**config.mk**
```make
export PLATFORM = sky130hd
export DESIGN_NAME = pt_walker
export DESIGN_NICKNAME = d
export VERILOG_FILES = /design/src/rtl/ptw_pkg.sv /design/src/rtl/ptw_addr_gen.sv /design/src/rtl/ptw_perm_check.sv /design/src/rtl/ptw_ctrl.sv /design/src/rtl/pt_walker.sv
export SDC_FILE = /design/constraint.sdc
export NUM_CORES = 1
export LEC_CHECK = 0
export BUFFER_PORTS_ARGS = -buffer_cell sky130_fd_sc_hd__buf_2
export CAP_MARGIN = 20
export CORE_MARGIN = 4
export CORE_UTILIZATION = 45
export CTS_CLUSTER_DIAMETER = 50
export DETAILED_ROUTE_END_ITERATION = 8
export GPL_ROUTABILITY_DRIVEN = 1
export PLACE_DENSITY = 0.77
export SKIP_CTS_REPAIR_TIMING = 1
export SYNTH_ARGS = -nofsm -noshare
export SYNTH_HDL_FRONTEND = slang
export SYNTH_SLANG_ARGS = --single-unit
```
**constraint.sdc**
```tcl
create_clock -name clk -period 3 [get_ports clk]
set_clock_uncertainty 0.15 [all_clocks]
set_input_delay 0.6 -clock clk [delete_from_list [all_inputs] [get_ports clk]]
set_output_delay 0.6 -clock clk [all_outputs]
set_load 0.05 [all_outputs]
```
**src/rtl/ptw_pkg.sv**
```systemverilog
package ptw_pkg;

    typedef enum logic [1:0] {
        ST_IDLE     = 2'd0,
        ST_WAIT_PTE = 2'd1,
        ST_RESPOND  = 2'd2
    } ptw_state_e;

    typedef enum logic [1:0] {
        FLT_NONE   = 2'b00,
        FLT_ABSENT = 2'b01,
        FLT_PERM   = 2'b10
    } ptw_fault_e;

    typedef struct packed {
        logic present;
        logic sup;
        logic wr;
        logic rd;
    } pte_flags_t;

    typedef struct packed {
        logic is_write;
        logic is_super;
    } access_t;

    function automatic ptw_fault_e judge_access(pte_flags_t f, access_t a);
        if (!f.present)
            return FLT_ABSENT;
        if (a.is_write && !f.wr)
            return FLT_PERM;
        if (!a.is_write && !f.rd)
            return FLT_PERM;
        if (!a.is_super && f.sup)
            return FLT_PERM;
        return FLT_NONE;
    endfunction

endpackage

```
**src/rtl/ptw_addr_gen.sv**
```systemverilog
module ptw_addr_gen #(
    parameter int VA_BITS = 32,
    parameter int PA_BITS = 32,
    parameter int PG_BITS = 12
) (
    input  logic [PA_BITS-1:0] base,
    input  logic [VA_BITS-1:0] vaddr,
    output logic [PA_BITS-1:0] entry_addr,
    output logic [PG_BITS-1:0] offset
);
    localparam int VPN_W = VA_BITS - PG_BITS;
    localparam int SCL_W = VPN_W + 2;
    localparam int SUM_W = (PA_BITS > SCL_W) ? PA_BITS : SCL_W;

    logic [VPN_W-1:0] vpn;
    logic [SCL_W-1:0] scaled;
    logic [SUM_W-1:0] sum;

    always_comb begin
        vpn        = vaddr[VA_BITS-1:PG_BITS];
        offset     = vaddr[PG_BITS-1:0];
        scaled     = {vpn, 2'b00};
        sum        = SUM_W'(base) + SUM_W'(scaled);
        entry_addr = sum[PA_BITS-1:0];
    end
endmodule

```
**src/rtl/ptw_perm_check.sv**
```systemverilog
module ptw_perm_check
    import ptw_pkg::*;
#(
    parameter int PA_BITS   = 32,
    parameter int PG_BITS   = 12,
    parameter int WORD_BITS = 32
) (
    input  logic [WORD_BITS-1:0] entry,
    input  access_t              acc,
    input  logic [PG_BITS-1:0]   offset,
    output ptw_fault_e           fault,
    output logic [PA_BITS-1:0]   paddr
);
    localparam int PPN_W = PA_BITS - PG_BITS;

    logic [PPN_W-1:0] ppn;
    pte_flags_t       flags;

    always_comb begin
        ppn   = entry[PPN_W-1:0];
        flags = entry[PPN_W+3:PPN_W];
        fault = judge_access(flags, acc);
        paddr = (fault == FLT_NONE) ? {ppn, offset} : '0;
    end
endmodule

```
**src/rtl/ptw_ctrl.sv**
```systemverilog
module ptw_ctrl
    import ptw_pkg::*;
(
    input  logic clk,
    input  logic rst,
    input  logic req_valid,
    output logic req_ready,
    output logic req_take,
    output logic mem_req_valid,
    input  logic mem_req_ready,
    input  logic mem_resp_valid,
    output logic pte_take,
    output logic resp_valid
);
    ptw_state_e state_q;
    logic       issued_q;

    always_comb begin
        req_ready     = (state_q == ST_IDLE);
        req_take      = req_ready && req_valid;
        mem_req_valid = (state_q == ST_WAIT_PTE) && !issued_q;
        pte_take      = (state_q == ST_WAIT_PTE) && issued_q && mem_resp_valid;
        resp_valid    = (state_q == ST_RESPOND);
    end

    always_ff @(posedge clk) begin
        if (rst) begin
            state_q  <= ST_IDLE;
            issued_q <= 1'b0;
        end else begin
            unique case (state_q)
                ST_IDLE: begin
                    issued_q <= 1'b0;
                    if (req_valid) state_q <= ST_WAIT_PTE;
                end
                ST_WAIT_PTE: begin
                    if (!issued_q && mem_req_ready) issued_q <= 1'b1;
                    if (pte_take) state_q <= ST_RESPOND;
                end
                ST_RESPOND: begin
                    issued_q <= 1'b0;
                    state_q  <= ST_IDLE;
                end
                default: state_q <= ST_IDLE;
            endcase
        end
    end

    AST_RESP_ONE_CYCLE: assert property (@(posedge clk) disable iff (rst)
        resp_valid |=> (!resp_valid && req_ready));

    AST_MEMREQ_HELD: assert property (@(posedge clk) disable iff (rst)
        (mem_req_valid && !mem_req_ready) |=> mem_req_valid);

    AST_SINGLE_READ: assert property (@(posedge clk) disable iff (rst)
        (mem_req_valid && mem_req_ready) |=> !mem_req_valid);

    AST_IDLE_QUIET: assert property (@(posedge clk) disable iff (rst)
        req_ready |-> (!mem_req_valid && !resp_valid));

    AST_BUSY_AFTER_TAKE: assert property (@(posedge clk) disable iff (rst)
        req_take |=> !req_ready);
endmodule

```
**src/rtl/pt_walker.sv**
```systemverilog
module pt_walker
    import ptw_pkg::*;
#(
    parameter int VA_BITS   = 32,
    parameter int PA_BITS   = 32,
    parameter int PG_BITS   = 12,
    parameter int WORD_BITS = 32
) (
    input  logic                 clk,
    input  logic                 rst,
    input  logic                 req_valid,
    output logic                 req_ready,
    input  logic [VA_BITS-1:0]   req_vaddr,
    input  logic                 req_write,
    input  logic                 req_super,
    input  logic [PA_BITS-1:0]   ptbr,
    output logic                 mem_req_valid,
    input  logic                 mem_req_ready,
    output logic [PA_BITS-1:0]   mem_req_addr,
    input  logic                 mem_resp_valid,
    input  logic [WORD_BITS-1:0] mem_resp_data,
    output logic                 resp_valid,
    output logic [PA_BITS-1:0]   resp_paddr,
    output logic [1:0]           resp_fault
);
    logic [VA_BITS-1:0] vaddr_q;
    logic [PA_BITS-1:0] base_q;
    access_t            acc_q;
    logic [PA_BITS-1:0] paddr_q;
    ptw_fault_e         fault_q;

    logic               req_take;
    logic               pte_take;
    logic [PG_BITS-1:0] offset;
    logic [PA_BITS-1:0] chk_paddr;
    ptw_fault_e         chk_fault;

    ptw_ctrl u_ctrl (
        .clk           (clk),
        .rst           (rst),
        .req_valid     (req_valid),
        .req_ready     (req_ready),
        .req_take      (req_take),
        .mem_req_valid (mem_req_valid),
        .mem_req_ready (mem_req_ready),
        .mem_resp_valid(mem_resp_valid),
        .pte_take      (pte_take),
        .resp_valid    (resp_valid)
    );

    ptw_addr_gen #(
        .VA_BITS(VA_BITS),
        .PA_BITS(PA_BITS),
        .PG_BITS(PG_BITS)
    ) u_addr (
        .base      (base_q),
        .vaddr     (vaddr_q),
        .entry_addr(mem_req_addr),
        .offset    (offset)
    );

    ptw_perm_check #(
        .PA_BITS  (PA_BITS),
        .PG_BITS  (PG_BITS),
        .WORD_BITS(WORD_BITS)
    ) u_perm (
        .entry (mem_resp_data),
        .acc   (acc_q),
        .offset(offset),
        .fault (chk_fault),
        .paddr (chk_paddr)
    );

    always_ff @(posedge clk) begin
        if (rst) begin
            vaddr_q <= '0;
            base_q  <= '0;
            acc_q   <= '0;
            paddr_q <= '0;
            fault_q <= FLT_NONE;
        end else begin
            if (req_take) begin
                vaddr_q        <= req_vaddr;
                base_q         <= ptbr;
                acc_q.is_write <= req_write;
                acc_q.is_super <= req_super;
            end
            if (pte_take) begin
                paddr_q <= chk_paddr;
                fault_q <= chk_fault;
            end
        end
    end

    assign resp_paddr = paddr_q;
    assign resp_fault = fault_q;

    AST_ADDR_STABLE: assert property (@(posedge clk) disable iff (rst)
        (mem_req_valid && !mem_req_ready) |=> $stable(mem_req_addr));

    AST_FAULT_NO_ADDR: assert property (@(posedge clk) disable iff (rst)
        (resp_valid && resp_fault != 2'b00) |-> (resp_paddr == '0));

    AST_FAULT_LEGAL: assert property (@(posedge clk) disable iff (rst)
        resp_valid |-> (resp_fault != 2'b11));

    AST_OFFSET_KEPT: assert property (@(posedge clk) disable iff (rst)
        (resp_valid && resp_fault == 2'b00) |-> (resp_paddr[PG_BITS-1:0] == vaddr_q[PG_BITS-1:0]));
endmodule

```
Word-level counts from Yosys, hierarchy flattened. Cells that the tools add are included.

Output and inout bits: 69. Bits of input ports: 103. ROM bits: 0. Register bits after elaboration: 103. Latch bits: 0. Memories kept: 0. Logic and storage cells: 56. Bits in writable memories: 0.

Shifts and indexed selects: 0. Divide/modulo/power cells: 0. Add/sub/neg operators: 1. Order comparisons: 0. Bitwise operators: 0. Reductions and logical operators: 19. Eq/ne operators: 5. Muxes and demuxes: 23. Multipliers: 0.

Operator list (count): $add A32 B22 Y32 (1); $mux W32 (1); $mux W2 (10); $mux W1 (10); $logic_and A1 B1 Y1 (8); $ne A2 B2 Y1 const B (3); $logic_not A1 Y1 (5); $logic_not A2 Y1 (2); $pmux W2 S2 (1); $reduce_and A2 Y1 (2); $eq A2 B1 Y1 const B (1); $eq A2 B2 Y1 const B (1); $pmux W1 S2 (1); $reduce_bool A2 Y1 (1); $reduce_or A2 Y1 (1).

Depth between registers and ports, before layout.
Depth after elaboration: 15. Mapped depth: 9. Mapped depth without buffers: 9.

Modules after synthesis. A second synthesis with hierarchy kept.

Cells, all modules: 653. Area, all modules: 5869.4 um2.

Modules (own cells, without submodules): pt_walker (times used 1, cells an instance 323, sequential area each 2001.9 um2, area an instance 3589.7 um2); ptw_addr_gen (times used 1, cells an instance 236, sequential area each 0.0 um2, area an instance 1577.8 um2); ptw_perm_check (times used 1, cells an instance 79, sequential area each 0.0 um2, area an instance 563.0 um2); ptw_ctrl (times used 1, cells an instance 15, sequential area each 60.1 um2, area an instance 138.9 um2).

Least setup slack after synthesis. OpenSTA, ideal clock, no wires.

Path type: register to output. From: register base_q[2]. To: output port mem_req_addr[18]. Path buffers: 0. Path slack: -0.741 ns. Arrival time: 2.991 ns. Cell stages (with the launch flop): 10. Data required time: 2.250 ns. Cells stage by stage: dfxtp_1 ha_1 fa_1 a21o_4 a311oi_2 o21ai_2 a221o_1 a21oi_2 o221ai_2 xor2_1.

Word-level cells in the longest chain between the ends: 1.

Ends and longest elaborated chain: start, declared (line pt_walker.sv:27) `logic [PA_BITS-1:0] base_q;`; start signal, assigned (line pt_walker.sv:84) `base_q <= ptbr;`; $add A32 B22 Y32 (line ptw_addr_gen.sv:23) `sum = SUM_W'(base) + SUM_W'(scaled);`; end, declared (line pt_walker.sv:19) `output logic [PA_BITS-1:0] mem_req_addr,`.

No other way between the ends.

Final worst setup path.
From: register base_q[2]. To: output port mem_req_addr[30].

The elaborated chain is that of the path after synthesis.

==> results.yml <==
clock_network:
  path_clk_slew_ns: 0.10
  cts-buffers-inserted: 9
  cts_buffer_depth: 2
  root_buffer: "clkbuf_8"
  htree_num_levels: 3
  clock_sinks: 103
  cts_tree: "yes"
  clk_latency_ns: 0.37
power:
  cellLeakagePower_nw: 3.005
  switchingPower_mw: 0.9426
  clockPowerShare_pct: 27.8
  peakVddDrop_v: 0.0003067
  combPwrFrac_pct: 22.7
  pwr-share-seq_pct: 49.5
  p_sw_share_pct: 31.90
  powerDensity_mw_per_mm2: 448.7
  p_int_mw: 2.012
layout:
  multiInputGateArea_mm2: 0.002793
  drive_above_1_share_pct: 37.12
  syn_to_final_growth_pct: 42.74
  fillers: 813
  antennaDiodeCount: 0
  post-route-util_pct: 66.76
  seq_area_mm2: 0.002066
  finalNonFillerCells: 898
  final_nets: 884
detailed_routing:
  vias_per_cell: 5.200
  wl_per_cell_um: 14.59
  wl_um: 13100
  drtPass1Iterations: 4
  vias: 4670
  drtAntennaViolNets: 0
  first_iter_violations: 240
  drc_errors: 0
global_routing:
  grt_overflow: 0
  grt_pass1_vias: 4661
  grt_max_degree: 65
  grt_pass1_wl_um: 20670
  antenna_found_initial: 1
  grtUsageTotal_pct: 21.70
timing:
  setup_ws_ns: -0.8049
  fin_crit_sh_pct: 126.8
  grt_setup_unrepaired: "true"
  slew_headroom_pct: 55.65
  finalSetupViolCount: 24
  period_needed_ns: 3.805
  finalMaxSlewViolations: 0
  hold_ws_ns: 0.2996
  hold_violations: 0
  fmaxAchievable_mhz: 262.8
  worst_pin_slew_ns: 0.6653
place:
  dp_slack_ns: -0.4677
  dp_hpwl_um: 9810
  dp.cells: 878
  gp_congestion: 0.8083
  portBuffers: 163
synth:
  syn-cell-area_mm2: 0.004613
  syn_avg_cell_area_um2: 8.136
  ys.flop_type: "dfxtp_1"
  ys_types: 47
  ys_ff_latch: 103
  yosys_warnings: 0
  ys_seq_area_share_pct: 44.70
  synth-edff-count: 0
  syn_inst: 567
  async_reset_ff_share_pct: 0
  synth_nets: 691
worst_setup_path:
  worstPathRequired_ns: 2.25
  endpoint_kind: "output port"
  path_class: "flip-flop to output port"
  start_kind: "flip-flop"
  path_max_fanout: 5
  arrival_ns: 3.05
floorplan:
  num_rows: 36
  design.die.area_mm2: 0.01194
  coreArea_mm2: 0.009864
  die_h_um: 109.3
  ios: 172
  die_x_um: 109.3
  start_util_pct: 46.77
min_path:
  min_path_type: "input pin to flip-flop"
outcome:
  status: "finished, violations left"
  violations: "setup timing"
run:
  drv_cap: 0
==> layout by cell type, fill, tap and decap left out, drive strengths merged <==
master | synthesis | layout
buf | 4 | 209
nand2 | 144 | 144
dfxtp | 103 | 103
a21oi | 87 | 87
nor2 | 45 | 45
a22oi | 33 | 33
ha | 20 | 20
xnor2 | 19 | 19
clkbuf | 29 | 17
o21ai | 11 | 11
inv | 6 | 9
xor2 | 9 | 9
nand3 | 7 | 7
a21o | 6 | 6
nor3 | 6 | 6
and3 | 4 | 4
nand4 | 4 | 4
nor2b | 4 | 4
clkinv | 1 | 3
o211ai | 2 | 2
nor3b | 2 | 2
o31ai | 2 | 2
o221ai | 2 | 2
a311oi | 1 | 1
a221o | 1 | 1
a31oi | 1 | 1
nand4b | 1 | 1
o21ba | 1 | 1
a31o | 1 | 1
o21a | 1 | 1
nor4 | 1 | 1
or3 | 1 | 1
o32ai | 1 | 1
o2111ai | 1 | 1
o311ai | 1 | 1
a211oi | 1 | 1
a32oi | 1 | 1
and2 | 1 | 1
nand2b | 1 | 1
fa | 1 | 1
==> logic make-up (layout without fill, tap and decap cells) <==
logic type | after synthesis | count (layout) | share of synthesized area (%)
AOI/OAI and AO/OA | 154 | 154 | 20.97
adders and majority gates | 21 | 21 | 5.858
DFF | 103 | 103 | 44.70
xor gates and xnor gates | 28 | 28 | 5.316
and+or+nand+nor | 221 | 221 | 19.72
buffers and inverters | 40 | 238 | 3.444
==> cell usage after synthesis (all sizes together), types with 2 or more instances <==
cell / count / share of area, %
nor3: 6 / 0.76
dfxtp: 103 / 45
o31ai: 2 / 0.33
xnor2: 19 / 3.6
inv: 6 / 0.49
a22oi: 33 / 5.4
a21oi: 87 / 9.5
o21ai: 11 / 1.3
a21o: 6 / 1.1
nor3b: 2 / 0.33
xor2: 9 / 1.7
nand3: 7 / 0.76
o221ai: 2 / 0.52
ha: 20 / 5.4
nand4: 4 / 0.54
nor2b: 4 / 0.54
o211ai: 2 / 0.33
buf: 4 / 0.49
nor2: 45 / 3.7
and3: 4 / 0.54
clkbuf: 29 / 2.4
nand2: 144 / 12
==> metrics by stage <==
step	power [mW]	TNS, ns	cell area [um2]
2_1_floorplan	1.905	-1.261	4900
6_report	2.955	-10.76	6585
3_3_place_gp	2.098	-3.724	6147
5_1_grt	3.085	-14.29	6585
3_5_place_dp	2.118	-4.458	6147
4_1_cts	2.931	-13.63	6329
==> state kept, by name, indices dropped and copies added (netlist names) <==
signal and flops:
u_ctrl.issued_q 1, u_ctrl.state_q 2, resp_paddr 32, resp_fault 2
base_q 32, vaddr_q 32, acc_q 2
==> critical path: stages, from the launching register on <==
cell,delay (ns)
dfxtp_2,0.35
ha_4,0.16
fa_2,0.36
a21o_4,0.22
a311oi_4,0.37
nor4_2,0.09
o311ai_2,0.24
buf_4,0.18
a32oi_4,0.21
nand3_2,0.19
xnor2_4,0.13
buf_6,0.17
==> worst paths after layout <==
kind	from	to	slack (ns)	cells after the start
min reg2reg	vaddr_q[3]	vaddr_q[3]	0.32	2
min	ptbr[0]	base_q[0]	0.30	3
max reg2reg	u_ctrl.state_q[0]	resp_paddr[31]	1.06	5
max	base_q[2]	mem_req_addr[30]	-0.80	11
==> layer usage <==
| layer | routed length, um | vias to the layer above | GRT usage, % |
|---|---|---|---|
| met2 | 6813 | 138 | 39.17 |
| met3 | 910 | 20 | 7.756 |
| met1 | 5184 | 2184 | 23.99 |
| li1 | - | 2326 | - |
| met4 | 179 | 2 | 6.055 |
| met5 | 13 | - | 0 |
==> layout make-up <==
| type | instances | share of cell area [%] |
|---|---|---|
| Clock buffer | 11 | 2.147 |
| Inverter | 7 | 0.4180 |
| Multi-Input combinational cell | 424 | 42.41 |
| Clock inverter | 5 | 0.6080 |
| Sequential cell | 103 | 31.37 |
| Tap cell | 133 | 2.527 |
| Timing Repair Buffer | 215 | 20.52 |
==> power by group through the flow <==
stage,Combinational [mW],Clock (mW),Sequential (mW)
3_3_place_gp,0.610,0,1.49
5_1_grt,0.722,0.894,1.47
3_5_place_dp,0.626,0,1.49
4_1_cts,0.628,0.842,1.46
2_1_floorplan,0.417,0,1.49
6_report,0.671,0.822,1.46
Note: power is estimated with default switching activity, not from simulation.
